## src/rtl/fdc_pkg.sv

```systemverilog
package fdc_pkg;

    localparam int BYTE_W    = 8;
    localparam int OP_W      = 5;
    localparam int MAX_CMD   = 9;
    localparam int MAX_RES   = 7;
    localparam int CMD_CNT_W = $clog2(MAX_CMD + 1);
    localparam int RES_CNT_W = $clog2(MAX_RES + 1);
    localparam int SEL_W     = 2;

    // command byte positions consumed by execution
    localparam int ARG_LO       = 2;
    localparam int ARG_HI       = 5;
    localparam int ARG_CYL      = 2;
    localparam int ARG_HEAD     = 3;
    localparam int ARG_SECT     = 4;
    localparam int ARG_SIZE     = 5;
    localparam int HEADSEL_BYTE = 1;
    localparam int HEADSEL_BIT  = 2;

    // digital output register fields
    localparam int DOR_DRV_W     = 2;
    localparam int DOR_RST_BIT   = 2;
    localparam int DOR_DMA_BIT   = 3;
    localparam int DOR_MOTOR_LO  = 4;
    localparam int DOR_MOTOR_W   = 4;

    typedef enum logic [1:0] {
        PH_IDLE,
        PH_CMD,
        PH_EXEC,
        PH_RESULT
    } phase_t;

    typedef enum logic [SEL_W-1:0] {
        SEL_MAIN = 2'd0,
        SEL_DATA = 2'd1,
        SEL_INTR = 2'd2,
        SEL_DOR  = 2'd3
    } sel_t;

    localparam logic [OP_W-1:0] OP_TRACK_RD = 5'h02;
    localparam logic [OP_W-1:0] OP_TIMING   = 5'h03;
    localparam logic [OP_W-1:0] OP_DRV_STAT = 5'h04;
    localparam logic [OP_W-1:0] OP_SECT_WR  = 5'h05;
    localparam logic [OP_W-1:0] OP_SECT_RD  = 5'h06;
    localparam logic [OP_W-1:0] OP_HOME     = 5'h07;
    localparam logic [OP_W-1:0] OP_INT_STAT = 5'h08;
    localparam logic [OP_W-1:0] OP_DEL_WR   = 5'h09;
    localparam logic [OP_W-1:0] OP_ID_RD    = 5'h0A;
    localparam logic [OP_W-1:0] OP_DEL_RD   = 5'h0C;
    localparam logic [OP_W-1:0] OP_LAYOUT   = 5'h0D;
    localparam logic [OP_W-1:0] OP_STEP_TO  = 5'h0F;
    localparam logic [OP_W-1:0] OP_CMP_EQ   = 5'h11;
    localparam logic [OP_W-1:0] OP_CMP_LE   = 5'h19;
    localparam logic [OP_W-1:0] OP_CMP_GE   = 5'h1D;

    localparam logic [BYTE_W-1:0] MAIN_READY   = 8'h80;
    localparam logic [BYTE_W-1:0] MAIN_TO_HOST = 8'h40;
    localparam logic [BYTE_W-1:0] S0_SEEK_DONE = 8'h20;
    localparam logic [BYTE_W-1:0] S0_BAD_CMD   = 8'h80;
    localparam logic [BYTE_W-1:0] INTR_ACTIVE  = 8'hC0;

endpackage

```

## src/rtl/fdc_len_lut.sv

```systemverilog
module fdc_len_lut
    import fdc_pkg::*;
(
    input  logic [OP_W-1:0]      op,
    output logic [CMD_CNT_W-1:0] cmd_len,
    output logic [RES_CNT_W-1:0] res_len,
    output logic                 undefined_op
);

    always_comb begin
        undefined_op = 1'b0;
        unique case (op)
            OP_SECT_WR, OP_SECT_RD, OP_TRACK_RD, OP_DEL_WR, OP_DEL_RD,
            OP_CMP_EQ, OP_CMP_LE, OP_CMP_GE: begin
                cmd_len = CMD_CNT_W'(9);
                res_len = RES_CNT_W'(7);
            end
            OP_LAYOUT: begin
                cmd_len = CMD_CNT_W'(6);
                res_len = RES_CNT_W'(7);
            end
            OP_TIMING, OP_STEP_TO: begin
                cmd_len = CMD_CNT_W'(3);
                res_len = RES_CNT_W'(0);
            end
            OP_HOME: begin
                cmd_len = CMD_CNT_W'(2);
                res_len = RES_CNT_W'(0);
            end
            OP_DRV_STAT: begin
                cmd_len = CMD_CNT_W'(2);
                res_len = RES_CNT_W'(1);
            end
            OP_ID_RD: begin
                cmd_len = CMD_CNT_W'(2);
                res_len = RES_CNT_W'(7);
            end
            OP_INT_STAT: begin
                cmd_len = CMD_CNT_W'(1);
                res_len = RES_CNT_W'(2);
            end
            default: begin
                cmd_len      = CMD_CNT_W'(1);
                res_len      = RES_CNT_W'(1);
                undefined_op = 1'b1;
            end
        endcase
    end

endmodule

```

## src/rtl/fdc_dor_ctl.sv

```systemverilog
module fdc_dor_ctl
    import fdc_pkg::*;
(
    input  logic                   clk,
    input  logic                   rst_n,
    input  logic                   dor_wr,
    input  logic [BYTE_W-1:0]      wdata,
    output logic                   soft_rst,
    output logic                   irq,
    output logic [DOR_DRV_W-1:0]   drv_sel,
    output logic [DOR_MOTOR_W-1:0] motor_en,
    output logic                   dma_en
);

    logic armed_q;
    logic irq_q;
    logic [DOR_DRV_W-1:0]   drv_q;
    logic [DOR_MOTOR_W-1:0] motor_q;
    logic dma_q;

    assign soft_rst = dor_wr && wdata[DOR_RST_BIT] && armed_q;

    always_ff @(posedge clk or negedge rst_n) begin
        if (!rst_n) begin
            armed_q <= 1'b0;
            irq_q   <= 1'b0;
            drv_q   <= '0;
            motor_q <= '0;
            dma_q   <= 1'b0;
        end else if (dor_wr) begin
            drv_q   <= wdata[DOR_DRV_W-1:0];
            motor_q <= wdata[DOR_MOTOR_LO +: DOR_MOTOR_W];
            dma_q   <= wdata[DOR_DMA_BIT];
            if (wdata[DOR_RST_BIT]) begin
                if (armed_q) begin
                    armed_q <= 1'b0;
                    irq_q   <= (wdata[DOR_DRV_W-1:0] == '0);
                end
            end else if (!armed_q) begin
                armed_q <= 1'b1;
                irq_q   <= 1'b0;
            end
        end
    end

    assign irq      = irq_q;
    assign drv_sel  = drv_q;
    assign motor_en = motor_q;
    assign dma_en   = dma_q;

    assert_irq_drive0_R11: assert property (@(posedge clk) disable iff (!rst_n)
        $rose(irq_q) |-> (drv_q == '0));

    assert_arm_clears_irq_R11: assert property (@(posedge clk) disable iff (!rst_n)
        (dor_wr && !wdata[DOR_RST_BIT]) |=> !irq_q);

endmodule

```

## src/rtl/fdc_exec_unit.sv

```systemverilog
module fdc_exec_unit
    import fdc_pkg::*;
#(
    parameter int SECTORS = 18,
    parameter int HEADS   = 2,
    parameter int CYLS    = 80
)(
    input  logic                                  clk,
    input  logic                                  rst_n,
    input  logic                                  soft_rst,
    input  logic                                  exec_go,
    input  logic [OP_W-1:0]                       op,
    input  logic                                  undefined_op,
    input  logic [ARG_HI:ARG_LO][BYTE_W-1:0]      args,
    input  logic                                  head_bit,
    input  logic [RES_CNT_W-1:0]                  rd_idx,
    output logic [BYTE_W-1:0]                     rd_byte
);

    localparam logic [BYTE_W-1:0] SECT_WRAP = BYTE_W'(SECTORS + 1);
    localparam logic [BYTE_W-1:0] HEAD_WRAP = BYTE_W'(HEADS);
    localparam logic [BYTE_W-1:0] CYL_WRAP  = BYTE_W'(CYLS);
    localparam logic [BYTE_W-1:0] ONE       = BYTE_W'(1);

    logic [BYTE_W-1:0] st0_q, cyl_q, head_q, sect_q, size_q;
    logic [MAX_RES-1:0][BYTE_W-1:0] res_q;
    logic [BYTE_W-1:0] nx_cyl, nx_head, nx_sect;

    // one-sector advance with track, side and disk wrap
    always_comb begin
        nx_cyl  = args[ARG_CYL];
        nx_head = args[ARG_HEAD];
        nx_sect = args[ARG_SECT] + ONE;
        if (nx_sect == SECT_WRAP) begin
            nx_sect = ONE;
            nx_head = args[ARG_HEAD] + ONE;
            if (nx_head == HEAD_WRAP) begin
                nx_head = '0;
                nx_cyl  = args[ARG_CYL] + ONE;
                if (nx_cyl == CYL_WRAP) nx_cyl = '0;
            end
        end
    end

    always_ff @(posedge clk or negedge rst_n) begin
        if (!rst_n) begin
            st0_q  <= '0;
            cyl_q  <= '0;
            head_q <= '0;
            sect_q <= '0;
            size_q <= '0;
            res_q  <= '0;
        end else if (soft_rst) begin
            st0_q <= '0;
        end else if (exec_go) begin
            unique case (op)
                OP_SECT_RD, OP_SECT_WR, OP_LAYOUT: begin
                    st0_q    <= '0;
                    res_q[0] <= '0;
                    res_q[1] <= '0;
                    res_q[2] <= '0;
                    res_q[3] <= nx_cyl;
                    res_q[4] <= nx_head;
                    res_q[5] <= nx_sect;
                    res_q[6] <= args[ARG_SIZE];
                    cyl_q    <= nx_cyl;
                    head_q   <= nx_head;
                    sect_q   <= nx_sect;
                    size_q   <= args[ARG_SIZE];
                end
                OP_ID_RD: begin
                    st0_q    <= '0;
                    res_q[0] <= '0;
                    res_q[1] <= '0;
                    res_q[2] <= '0;
                    res_q[3] <= cyl_q;
                    res_q[4] <= head_q;
                    res_q[5] <= sect_q;
                    res_q[6] <= size_q;
                end
                OP_INT_STAT: begin
                    res_q[0] <= st0_q;
                    res_q[1] <= cyl_q;
                end
                OP_STEP_TO: begin
                    cyl_q  <= args[ARG_CYL];
                    head_q <= BYTE_W'(head_bit);
                    st0_q  <= S0_SEEK_DONE;
                end
                OP_HOME: begin
                    cyl_q <= '0;
                    st0_q <= st0_q | S0_SEEK_DONE;
                end
                OP_DRV_STAT: begin
                    res_q[0] <= '0;
                end
                OP_TIMING, OP_TRACK_RD, OP_DEL_WR, OP_DEL_RD,
                OP_CMP_EQ, OP_CMP_LE, OP_CMP_GE: begin
                    res_q <= res_q;
                end
                default: begin
                    st0_q    <= S0_BAD_CMD;
                    res_q[0] <= S0_BAD_CMD;
                end
            endcase
        end
    end

    always_comb begin
        rd_byte = '0;
        for (int i = 0; i < MAX_RES; i++) begin
            if (rd_idx == RES_CNT_W'(i)) rd_byte = res_q[i];
        end
    end

    assert_bad_code_R9: assert property (@(posedge clk) disable iff (!rst_n)
        (exec_go && !soft_rst && undefined_op) |=> (st0_q == S0_BAD_CMD && res_q[0] == S0_BAD_CMD));

endmodule

```

## src/rtl/fdc_cmd_seq.sv

```systemverilog
module fdc_cmd_seq
    import fdc_pkg::*;
#(
    parameter int SECTORS = 18,
    parameter int HEADS   = 2,
    parameter int CYLS    = 80
)(
    input  logic                   clk,
    input  logic                   rst_n,
    input  logic                   wr_en,
    input  logic                   rd_en,
    input  logic [SEL_W-1:0]       reg_sel,
    input  logic [BYTE_W-1:0]      wdata,
    output logic [BYTE_W-1:0]      rdata,
    output logic                   irq,
    output logic [DOR_DRV_W-1:0]   drv_sel,
    output logic [DOR_MOTOR_W-1:0] motor_en,
    output logic                   dma_en
);

    phase_t phase_q, phase_d;
    logic [CMD_CNT_W-1:0] cmd_cnt_q, cmd_cnt_inc, wr_idx;
    logic [RES_CNT_W-1:0] res_cnt_q, res_cnt_inc;
    logic [OP_W-1:0] op_q, lut_op;
    logic [ARG_HI:ARG_LO][BYTE_W-1:0] arg_q;
    logic head_bit_q;
    logic [CMD_CNT_W-1:0] lut_cmd_len;
    logic [RES_CNT_W-1:0] lut_res_len;
    logic lut_undef;
    logic soft_rst, exec_go, cmd_take;
    logic data_wr, data_rd, dor_wr;
    logic [BYTE_W-1:0] main_stat, res_byte;

    assign data_wr = wr_en && (reg_sel == SEL_DATA);
    assign data_rd = rd_en && !wr_en && (reg_sel == SEL_DATA);
    assign dor_wr  = wr_en && (reg_sel == SEL_DOR);

    assign lut_op      = (phase_q == PH_IDLE) ? wdata[OP_W-1:0] : op_q;
    assign cmd_cnt_inc = cmd_cnt_q + CMD_CNT_W'(1);
    assign res_cnt_inc = res_cnt_q + RES_CNT_W'(1);
    assign wr_idx      = (phase_q == PH_IDLE) ? '0 : cmd_cnt_q;
    assign cmd_take    = data_wr && !soft_rst &&
                         (phase_q == PH_IDLE || phase_q == PH_CMD);
    assign exec_go     = (phase_q == PH_EXEC) && !soft_rst;

    fdc_len_lut u_len_lut (
        .op           (lut_op),
        .cmd_len      (lut_cmd_len),
        .res_len      (lut_res_len),
        .undefined_op (lut_undef)
    );

    fdc_dor_ctl u_dor_ctl (
        .clk      (clk),
        .rst_n    (rst_n),
        .dor_wr   (dor_wr),
        .wdata    (wdata),
        .soft_rst (soft_rst),
        .irq      (irq),
        .drv_sel  (drv_sel),
        .motor_en (motor_en),
        .dma_en   (dma_en)
    );

    fdc_exec_unit #(
        .SECTORS (SECTORS),
        .HEADS   (HEADS),
        .CYLS    (CYLS)
    ) u_exec_unit (
        .clk          (clk),
        .rst_n        (rst_n),
        .soft_rst     (soft_rst),
        .exec_go      (exec_go),
        .op           (op_q),
        .undefined_op (lut_undef),
        .args         (arg_q),
        .head_bit     (head_bit_q),
        .rd_idx       (res_cnt_q),
        .rd_byte      (res_byte)
    );

    // next phase
    always_comb begin
        phase_d = phase_q;
        unique case (phase_q)
            PH_IDLE: begin
                if (data_wr)
                    phase_d = (lut_cmd_len == CMD_CNT_W'(1)) ? PH_EXEC : PH_CMD;
            end
            PH_CMD: begin
                if (data_wr && cmd_cnt_inc == lut_cmd_len) phase_d = PH_EXEC;
            end
            PH_EXEC: begin
                phase_d = (lut_res_len != '0) ? PH_RESULT : PH_IDLE;
            end
            PH_RESULT: begin
                if (data_rd && res_cnt_inc == lut_res_len) phase_d = PH_IDLE;
            end
        endcase
        if (soft_rst) phase_d = PH_IDLE;
    end

    // state register
    always_ff @(posedge clk or negedge rst_n) begin
        if (!rst_n) phase_q <= PH_IDLE;
        else        phase_q <= phase_d;
    end

    // byte counters
    always_ff @(posedge clk or negedge rst_n) begin
        if (!rst_n) begin
            cmd_cnt_q <= '0;
            res_cnt_q <= '0;
        end else if (soft_rst) begin
            cmd_cnt_q <= '0;
            res_cnt_q <= '0;
        end else begin
            unique case (phase_q)
                PH_IDLE:   if (data_wr) cmd_cnt_q <= CMD_CNT_W'(1);
                PH_CMD:    if (data_wr) cmd_cnt_q <= cmd_cnt_inc;
                PH_EXEC: begin
                    cmd_cnt_q <= '0;
                    res_cnt_q <= '0;
                end
                PH_RESULT: begin
                    if (data_rd)
                        res_cnt_q <= (res_cnt_inc == lut_res_len) ? '0 : res_cnt_inc;
                end
            endcase
        end
    end

    // opcode and argument capture
    always_ff @(posedge clk or negedge rst_n) begin
        if (!rst_n) begin
            op_q       <= '0;
            arg_q      <= '0;
            head_bit_q <= 1'b0;
        end else if (cmd_take) begin
            if (phase_q == PH_IDLE) op_q <= wdata[OP_W-1:0];
            if (wr_idx == CMD_CNT_W'(HEADSEL_BYTE)) head_bit_q <= wdata[HEADSEL_BIT];
            for (int i = ARG_LO; i <= ARG_HI; i++) begin
                if (wr_idx == CMD_CNT_W'(i)) arg_q[i] <= wdata;
            end
        end
    end

    // outputs
    always_comb begin
        unique case (phase_q)
            PH_IDLE, PH_CMD: main_stat = MAIN_READY;
            PH_EXEC:         main_stat = '0;
            PH_RESULT:       main_stat = MAIN_READY | MAIN_TO_HOST;
        endcase
        rdata = '0;
        if (rd_en && !wr_en) begin
            unique case (reg_sel)
                SEL_MAIN: rdata = main_stat;
                SEL_DATA: rdata = (phase_q == PH_RESULT) ? res_byte : '0;
                SEL_INTR: rdata = irq ? INTR_ACTIVE : '0;
                SEL_DOR:  rdata = '0;
            endcase
        end
    end

    assert_exec_one_cycle_R3: assert property (@(posedge clk) disable iff (!rst_n)
        (phase_q == PH_EXEC) |=> (phase_q != PH_EXEC));

    assert_result_hold_R5: assert property (@(posedge clk) disable iff (!rst_n)
        (phase_q == PH_RESULT && !data_rd && !soft_rst) |=> (phase_q == PH_RESULT && $stable(res_cnt_q)));

    assert_last_read_idle_R4: assert property (@(posedge clk) disable iff (!rst_n)
        (phase_q == PH_RESULT && data_rd && !soft_rst && res_cnt_q == lut_res_len - RES_CNT_W'(1))
        |=> (phase_q == PH_IDLE && main_stat == MAIN_READY));

    assert_abort_idle_R13: assert property (@(posedge clk) disable iff (!rst_n)
        soft_rst |=> (phase_q == PH_IDLE && cmd_cnt_q == '0));

endmodule

```

## config.mk

```make
export PLATFORM = sky130hd
export DESIGN_NAME = fdc_cmd_seq
export DESIGN_NICKNAME = d
export VERILOG_FILES = /design/src/rtl/fdc_pkg.sv /design/src/rtl/fdc_len_lut.sv /design/src/rtl/fdc_dor_ctl.sv /design/src/rtl/fdc_exec_unit.sv /design/src/rtl/fdc_cmd_seq.sv
export SDC_FILE = /design/constraint.sdc
export NUM_CORES = 1
export LEC_CHECK = 0
export ABC_AREA = 1
export CAP_MARGIN = 5
export CORE_ASPECT_RATIO = 1.4
export CORE_MARGIN = 2
export CORE_UTILIZATION = 45
export CTS_BUF_LIST = sky130_fd_sc_hd__clkbuf_8
export DETAILED_ROUTE_END_ITERATION = 12
export GPL_ROUTABILITY_DRIVEN = 0
export MAX_ROUTING_LAYER = met4
export SLEW_MARGIN = 20
export SYNTH_ARGS = -nofsm -noshare
export SYNTH_HDL_FRONTEND = slang
export SYNTH_SLANG_ARGS = --single-unit
```

## constraint.sdc

```tcl
create_clock -name clk -period 3.1 [get_ports clk]
set_input_delay 0.31 -clock clk [delete_from_list [all_inputs] [get_ports clk]]
set_output_delay 0.31 -clock clk [all_outputs]
set_load 0.01 [all_outputs]
```

== Word level (Yosys, flattened, before mapping) ==
Cells that the tools add are included.

* Register bits after elaboration: 152
* Output and inout port bits: 16
* Word-level logic and storage cells: 199

* Add/subtract/negate cells: 5
* Equality and inequality tests: 62
* Mux-type cells: 49
* Bitwise gates (word level): 2
* Reductions and logical operators: 54

{| class="wikitable"
|+ Operator list
! kind !! number
|-
| 8-bit 2-to-1 mux || 18
|-
| 40-bit case mux with 2 select lines || 1
|-
| 8-bit case mux with 3 select lines || 3
|-
| 8-bit case mux with 4 select lines || 2
|-
| 5-bit by 4-bit equality test with 1-bit output (second input constant) || 12
|-
| 5-bit by 3-bit equality test with 1-bit output (second input constant) || 8
|-
| 8-bit case mux with 2 select lines || 2
|-
| 5-bit equality test (second input constant) || 6
|-
| 3-bit AND reduction || 10
|-
| 8-bit by 1-bit adder with 8-bit output (second input constant) || 3
|-
| 5-bit by 2-bit equality test with 1-bit output (second input constant) || 4
|-
| 9-bit OR reduction || 2
|-
| 4-bit 2-to-1 mux || 4
|-
| 4-bit case mux with 4 select lines || 1
|-
| 2-bit AND reduction || 7
|-
| 2-bit 2-to-1 mux || 6
|-
| 3-bit != test (second input constant) || 4
|-
| 4-bit case mux with 3 select lines || 1
|-
| 1-bit logical AND || 11
|-
| 10-bit OR reduction || 1
|-
| 3-bit equality test (second input constant) || 3
|-
| 3-bit 2-to-1 mux || 3
|-
| 3-bit case mux with 3 select lines || 1
|-
| 3-bit nonzero test || 3
|-
| other kinds (33) || 56
|}

== Longest topological paths before layout ==
* Word-level depth: 11
* Gate-level depth with buffers: 19

== Hierarchy ==
From an unflattened synthesis, not the netlist that was laid out.

* Cells, all modules: 1077
* Area, all modules: 7726.2 um^2

{| class="wikitable"
|+ By module, submodules not included
! module !! times used !! cells each !! area an instance (um^2)
|-
| fdc_exec_unit || 1 || 667 || 4660.7
|-
| fdc_cmd_seq || 1 || 306 || 2378.5
|-
| fdc_dor_ctl || 1 || 43 || 404.1
|-
| fdc_len_lut || 1 || 61 || 282.8
|}

== Least setup slack after synthesis ==
OpenSTA, ideal clock, no wires.

* Path kind: register to output
* Start: reg res_cnt_q[0]
* End: out rdata[6]
* Arrival: 1.883 ns
* Data required time: 2.790 ns
* Slack: 0.907 ns
* Cell stages (with the launch flop): 11
* Buffers on the path: 1
* Cell sequence: dfrtp_1 > ha_1 > ha_1 > clkbuf_1 > nor2_1 > nand3_1 > o21ai_0 > o21ai_0 > nor2_1 > o221ai_1 > a211oi_1

* Longest elaborated chain between the ends: 11
* Elaborated cells between the ends (all ways): 17
* Classes of those cells: eq/ne (6); mux (10); reduce/logical (1)

{| class="wikitable"
|+ Ends and longest elaborated chain
! what !! line !! RTL
|-
| start, declared || fdc_cmd_seq.sv:23 || <nowiki>logic [RES_CNT_W-1:0] res_cnt_q, res_cnt_inc;</nowiki>
|-
| start signal, assigned || fdc_cmd_seq.sv:127 || <nowiki>res_cnt_q <= (res_cnt_inc == lut_res_len) ? '0 : res_cnt_inc;</nowiki>
|-
| 3-bit zero test || fdc_exec_unit.sv:112 || <nowiki>if (rd_idx == RES_CNT_W'(i)) rd_byte = res_q[i];</nowiki>
|-
| 8-bit 2-to-1 mux (6 in series) || fdc_exec_unit.sv:112 ||
|-
| 8-bit 2-to-1 mux * || fdc_exec_unit.sv:112 ||
|-
| 8-bit 2-to-1 mux * || fdc_cmd_seq.sv:159 || <nowiki>SEL_DATA: rdata = (phase_q == PH_RESULT) ? res_byte : '0;</nowiki>
|-
| 8-bit case mux with 4 select lines * || fdc_cmd_seq.sv:157 || <nowiki>unique case (reg_sel)</nowiki>
|-
| 8-bit 2-to-1 mux * || fdc_cmd_seq.sv:156 || <nowiki>if (rd_en && !wr_en) begin</nowiki>
|-
| end, declared || fdc_cmd_seq.sv:14 || <nowiki>output logic [BYTE_W-1:0] rdata,</nowiki>
|}

Mark *: on every way between the ends. The rest lies on a longest branch, timed or not.

== Worst setup path in the final report ==
* Start: reg res_cnt_q[2]
* End: out rdata[7]

The elaborated chain is that of the path after synthesis.

==> run summary <==
status -> finished clean
pin count of the biggest net entering global routing -> 75
Worst setup EP type -> output port
maximum clock rate -> 0.3455 GHz
class of the worst hold path -> input pin to asynchronous set/reset pin
post-synthesis sequential area ratio -> 0.4445
# fillers -> 1,555
Syn Inst Count -> 969
GRT Overall Usage -> 0.2542
die area -> 0.01757 sq mm
drt initial violations -> 383
Syn Std Cell Area -> 0.007431 sq mm
Post-Syn Nets -> 1,000
routed vias/inst -> 5.354
WS Path Type -> flip-flop to output port
CTS buffer count -> 17
share of the synthesized area in the top cell type -> 0.4445
initial antenna violation count -> 0
Slowest-stage cell, CP -> dfrtp_2
combinational fraction of design power -> 0.373
Net Switching -> 2.782 mW
WL/cell -> 16.83 um
VDD IR-drop max -> 0.0004434 V
Final Hold Viols -> 0
H-tree depth -> 4
placed insts -> 1,191
Final Non-Filler Cells -> 1,225
Area contributors post-synth -> dfrtp_1 44%, nand2_1 14%, o21ai_0 7.9%
total negative slack -> 0 ns
Slew @ Worst Pin -> 0.7384 ns
vias in the first global route -> 6,351
clock share of power -> 0.246
vias -> 6,559
CTS tree -> done
PD cells -> 811.6 mW/mm^2
Die Y -> 156.0 um
crit start category -> flip-flop
Post-synth EDFFs -> 0
CP required -> 2.79 ns
clock skew -> 0.008369 ns
Sw Ratio -> 0.4037
Final Core Density -> 0.5251
max incr delay on CP -> 0.45 ns
Row Count -> 55
diode count -> 0
Leak -> 4.082 nW
first-pass GRT wire length -> 33,430 um
layout cells sized above 1 -> 0.1014
core area -> 0.01617 sq mm
Final period util -> 0.9335
RSZ-0062 raised after global routing -> no
CTS Sinks -> 132
Die Wd -> 112.6 um
Initial Util -> 0.4595
Async SR Flop Fraction -> 1.000
DRC viols -> 0
post-route cell area -> 0.008492 sq mm
Avg Inst Size Synth -> 7.669 sq um
CP cell instances -> inv_1 > ha_1 > buf_4 > inv_1 > nand3_1 > nand3_1 > o21ai_0 > nor2_1 > o21ai_0 > a211oi_1 > dlygate4sd2_1
final wirelength -> 20,620 um
Ports -> 30
Main synth FF type -> dfrtp_1
Nets -> 1,044
Yosys warning total -> 0
P_int -> 4.110 mW
Reg clk slew, reported paths -> 0.08 ns
Clk Latency, worst-skew pair -> 0.45 ns
DR pass1 iterations -> 5
Slew Limit Fails -> 0
Sequential Power Share -> 0.381
CTS max path bufs -> 2
CP arrival -> 2.58 ns
placed cell area -> 0.007993 sq mm
GR Overflow Total -> 0
final setup fails -> 0
Tmin final -> 2.894 ns
cell taking the most area after synthesis -> dfrtp_1
antenna-violating nets left -> 0
DP HPWL -> 15,510 um
PortBufs -> 29
root buf cell -> clkbuf_8
commonest non-fill, non-tap cell in the layout -> nand2_1
Hold WS -> 0.4271 ns
worst-path maximum fanout -> 8
commonest non-fill, non-tap cells in the layout -> 267 x nand2_1, 131 x dfrtp_1, 114 x o21ai_0, 99 x inv_1, 75 x nor2_1
max cap viols -> 0
Slew headroom -> 0.5072
Layout area overhead -> 14.28%
flops & latches, synth -> 132
Synth cell types -> 51
repair_timing:
item,CTS,global route
buffers inserted,0,1
pin swaps,0,1
resized for setup,6,11
hold endpoints to repair,71,0
gates cloned,0,0
setup endpoints to repair,3,7
hold buffers,1,0
cells by family (layout without fill, tap and decap cells):
kind of cell	count (synthesis)	in the layout	synth area share
simple gates	431	431	0.2497
flops	132	132	0.4445
compound gates	227	227	0.1699
fa+ha+maj	17	17	0.02862
xor+xnor	21	21	0.02576
buf+inv	140	197	0.07998
mux	1	1	0.001515
metal layers:
layer	up-vias	GRT usage	wire length [um]
met5	-	-	0
met4	0	0.1144	784
met3	49	0.03652	615
met2	135	0.4314	10390
met1	3096	0.2993	8823
li1	3279	-	-
sequential cells by signal, indices dropped and copies added (netlist names):
name	count
u_dor_ctl.drv_sel	2
u_exec_unit.sect_q	8
u_exec_unit.head_q	8
phase_q	2
u_exec_unit.size_q	8
u_dor_ctl.irq	1
cmd_cnt_q	4
u_dor_ctl.dma_en	1
head_bit_q	1
op_q	5
u_exec_unit.cyl_q	8
u_exec_unit.res_q	42
u_dor_ctl.armed_q	1
u_exec_unit.st0_q	2
u_dor_ctl.motor_en	4
res_cnt_q	3
arg_q	32
cells in the mapped netlist, drive strengths merged (6+ instances only):
library cell	number
nand2	274
dfrtp	132
o21ai	128
inv	106
nor2	87
a21oi	49
nand3	43
buf	18
ha	17
clkbuf	16
xor2	15
nand4	13
a31oi	12
o22ai	12
o211ai	11
nor3	7
xnor2	6
critical path, delay by kind of cell (launching register included):
family / cells / cell delay [ns]
AO/OA/AOI/OAI: 3 / 0.59
adder cells (fa/ha/maj): 1 / 0.20
buffers and inverters: 4 / 0.70
flip-flops: 1 / 0.45
AND/OR/NAND/NOR: 3 / 0.20
power groups by stage:
stage	Clock (mW)	Sequential, mW	Combinational (mW)
after floorplan	0	2.46	1.93
after global placement	0	2.64	2.52
after detailed placement	0	2.65	2.53
after CTS	1.72	2.63	2.55
after global routing	1.78	2.68	2.91
final	1.70	2.62	2.57
through the flow:
step | power [mW] | worst slack (ns)
after CTS | 6.896 | 0.03154
final | 6.892 | 0.2060
after global placement | 5.161 | 0.2722
after floorplan | 4.391 | 0.9071
after detailed placement | 5.187 | 0.2225
after global routing | 7.371 | 0.06993
worst paths after layout:
| check | slack [ns] | startpoint | depth (start not counted) | end |
|---|---|---|---|---|
| setup reg to reg | 0.40 | phase_q[0] | 13 | phase_q[0] |
| hold reg to reg | 0.47 | u_exec_unit.size_q[4] | 2 | u_exec_unit.size_q[4] |
| setup / recovery | 0.21 | res_cnt_q[2] | 11 | rdata[7] |
| hold / removal | 0.43 | rst_n | 2 | u_dor_ctl.motor_en[3] |
| min in group clk | 0.47 | u_exec_unit.size_q[4] | 2 | u_exec_unit.size_q[4] |
| max in group asynchronous | 1.73 | rst_n | 4 | u_dor_ctl.irq |
final cells by class:
type | count | area [sq um] | area share
clock buffers | 20 | 275.3 | 0.03241
flip-flops and latches | 132 | 3304 | 0.3891
multi-input cells | 697 | 3548 | 0.4179
inverters | 106 | 405.4 | 0.04774
clock inverters | 12 | 186.4 | 0.02195
repair buffers | 59 | 523.0 | 0.06159
well taps | 199 | 249.0 | 0.02932
Power figures use the tool's default switching activity.
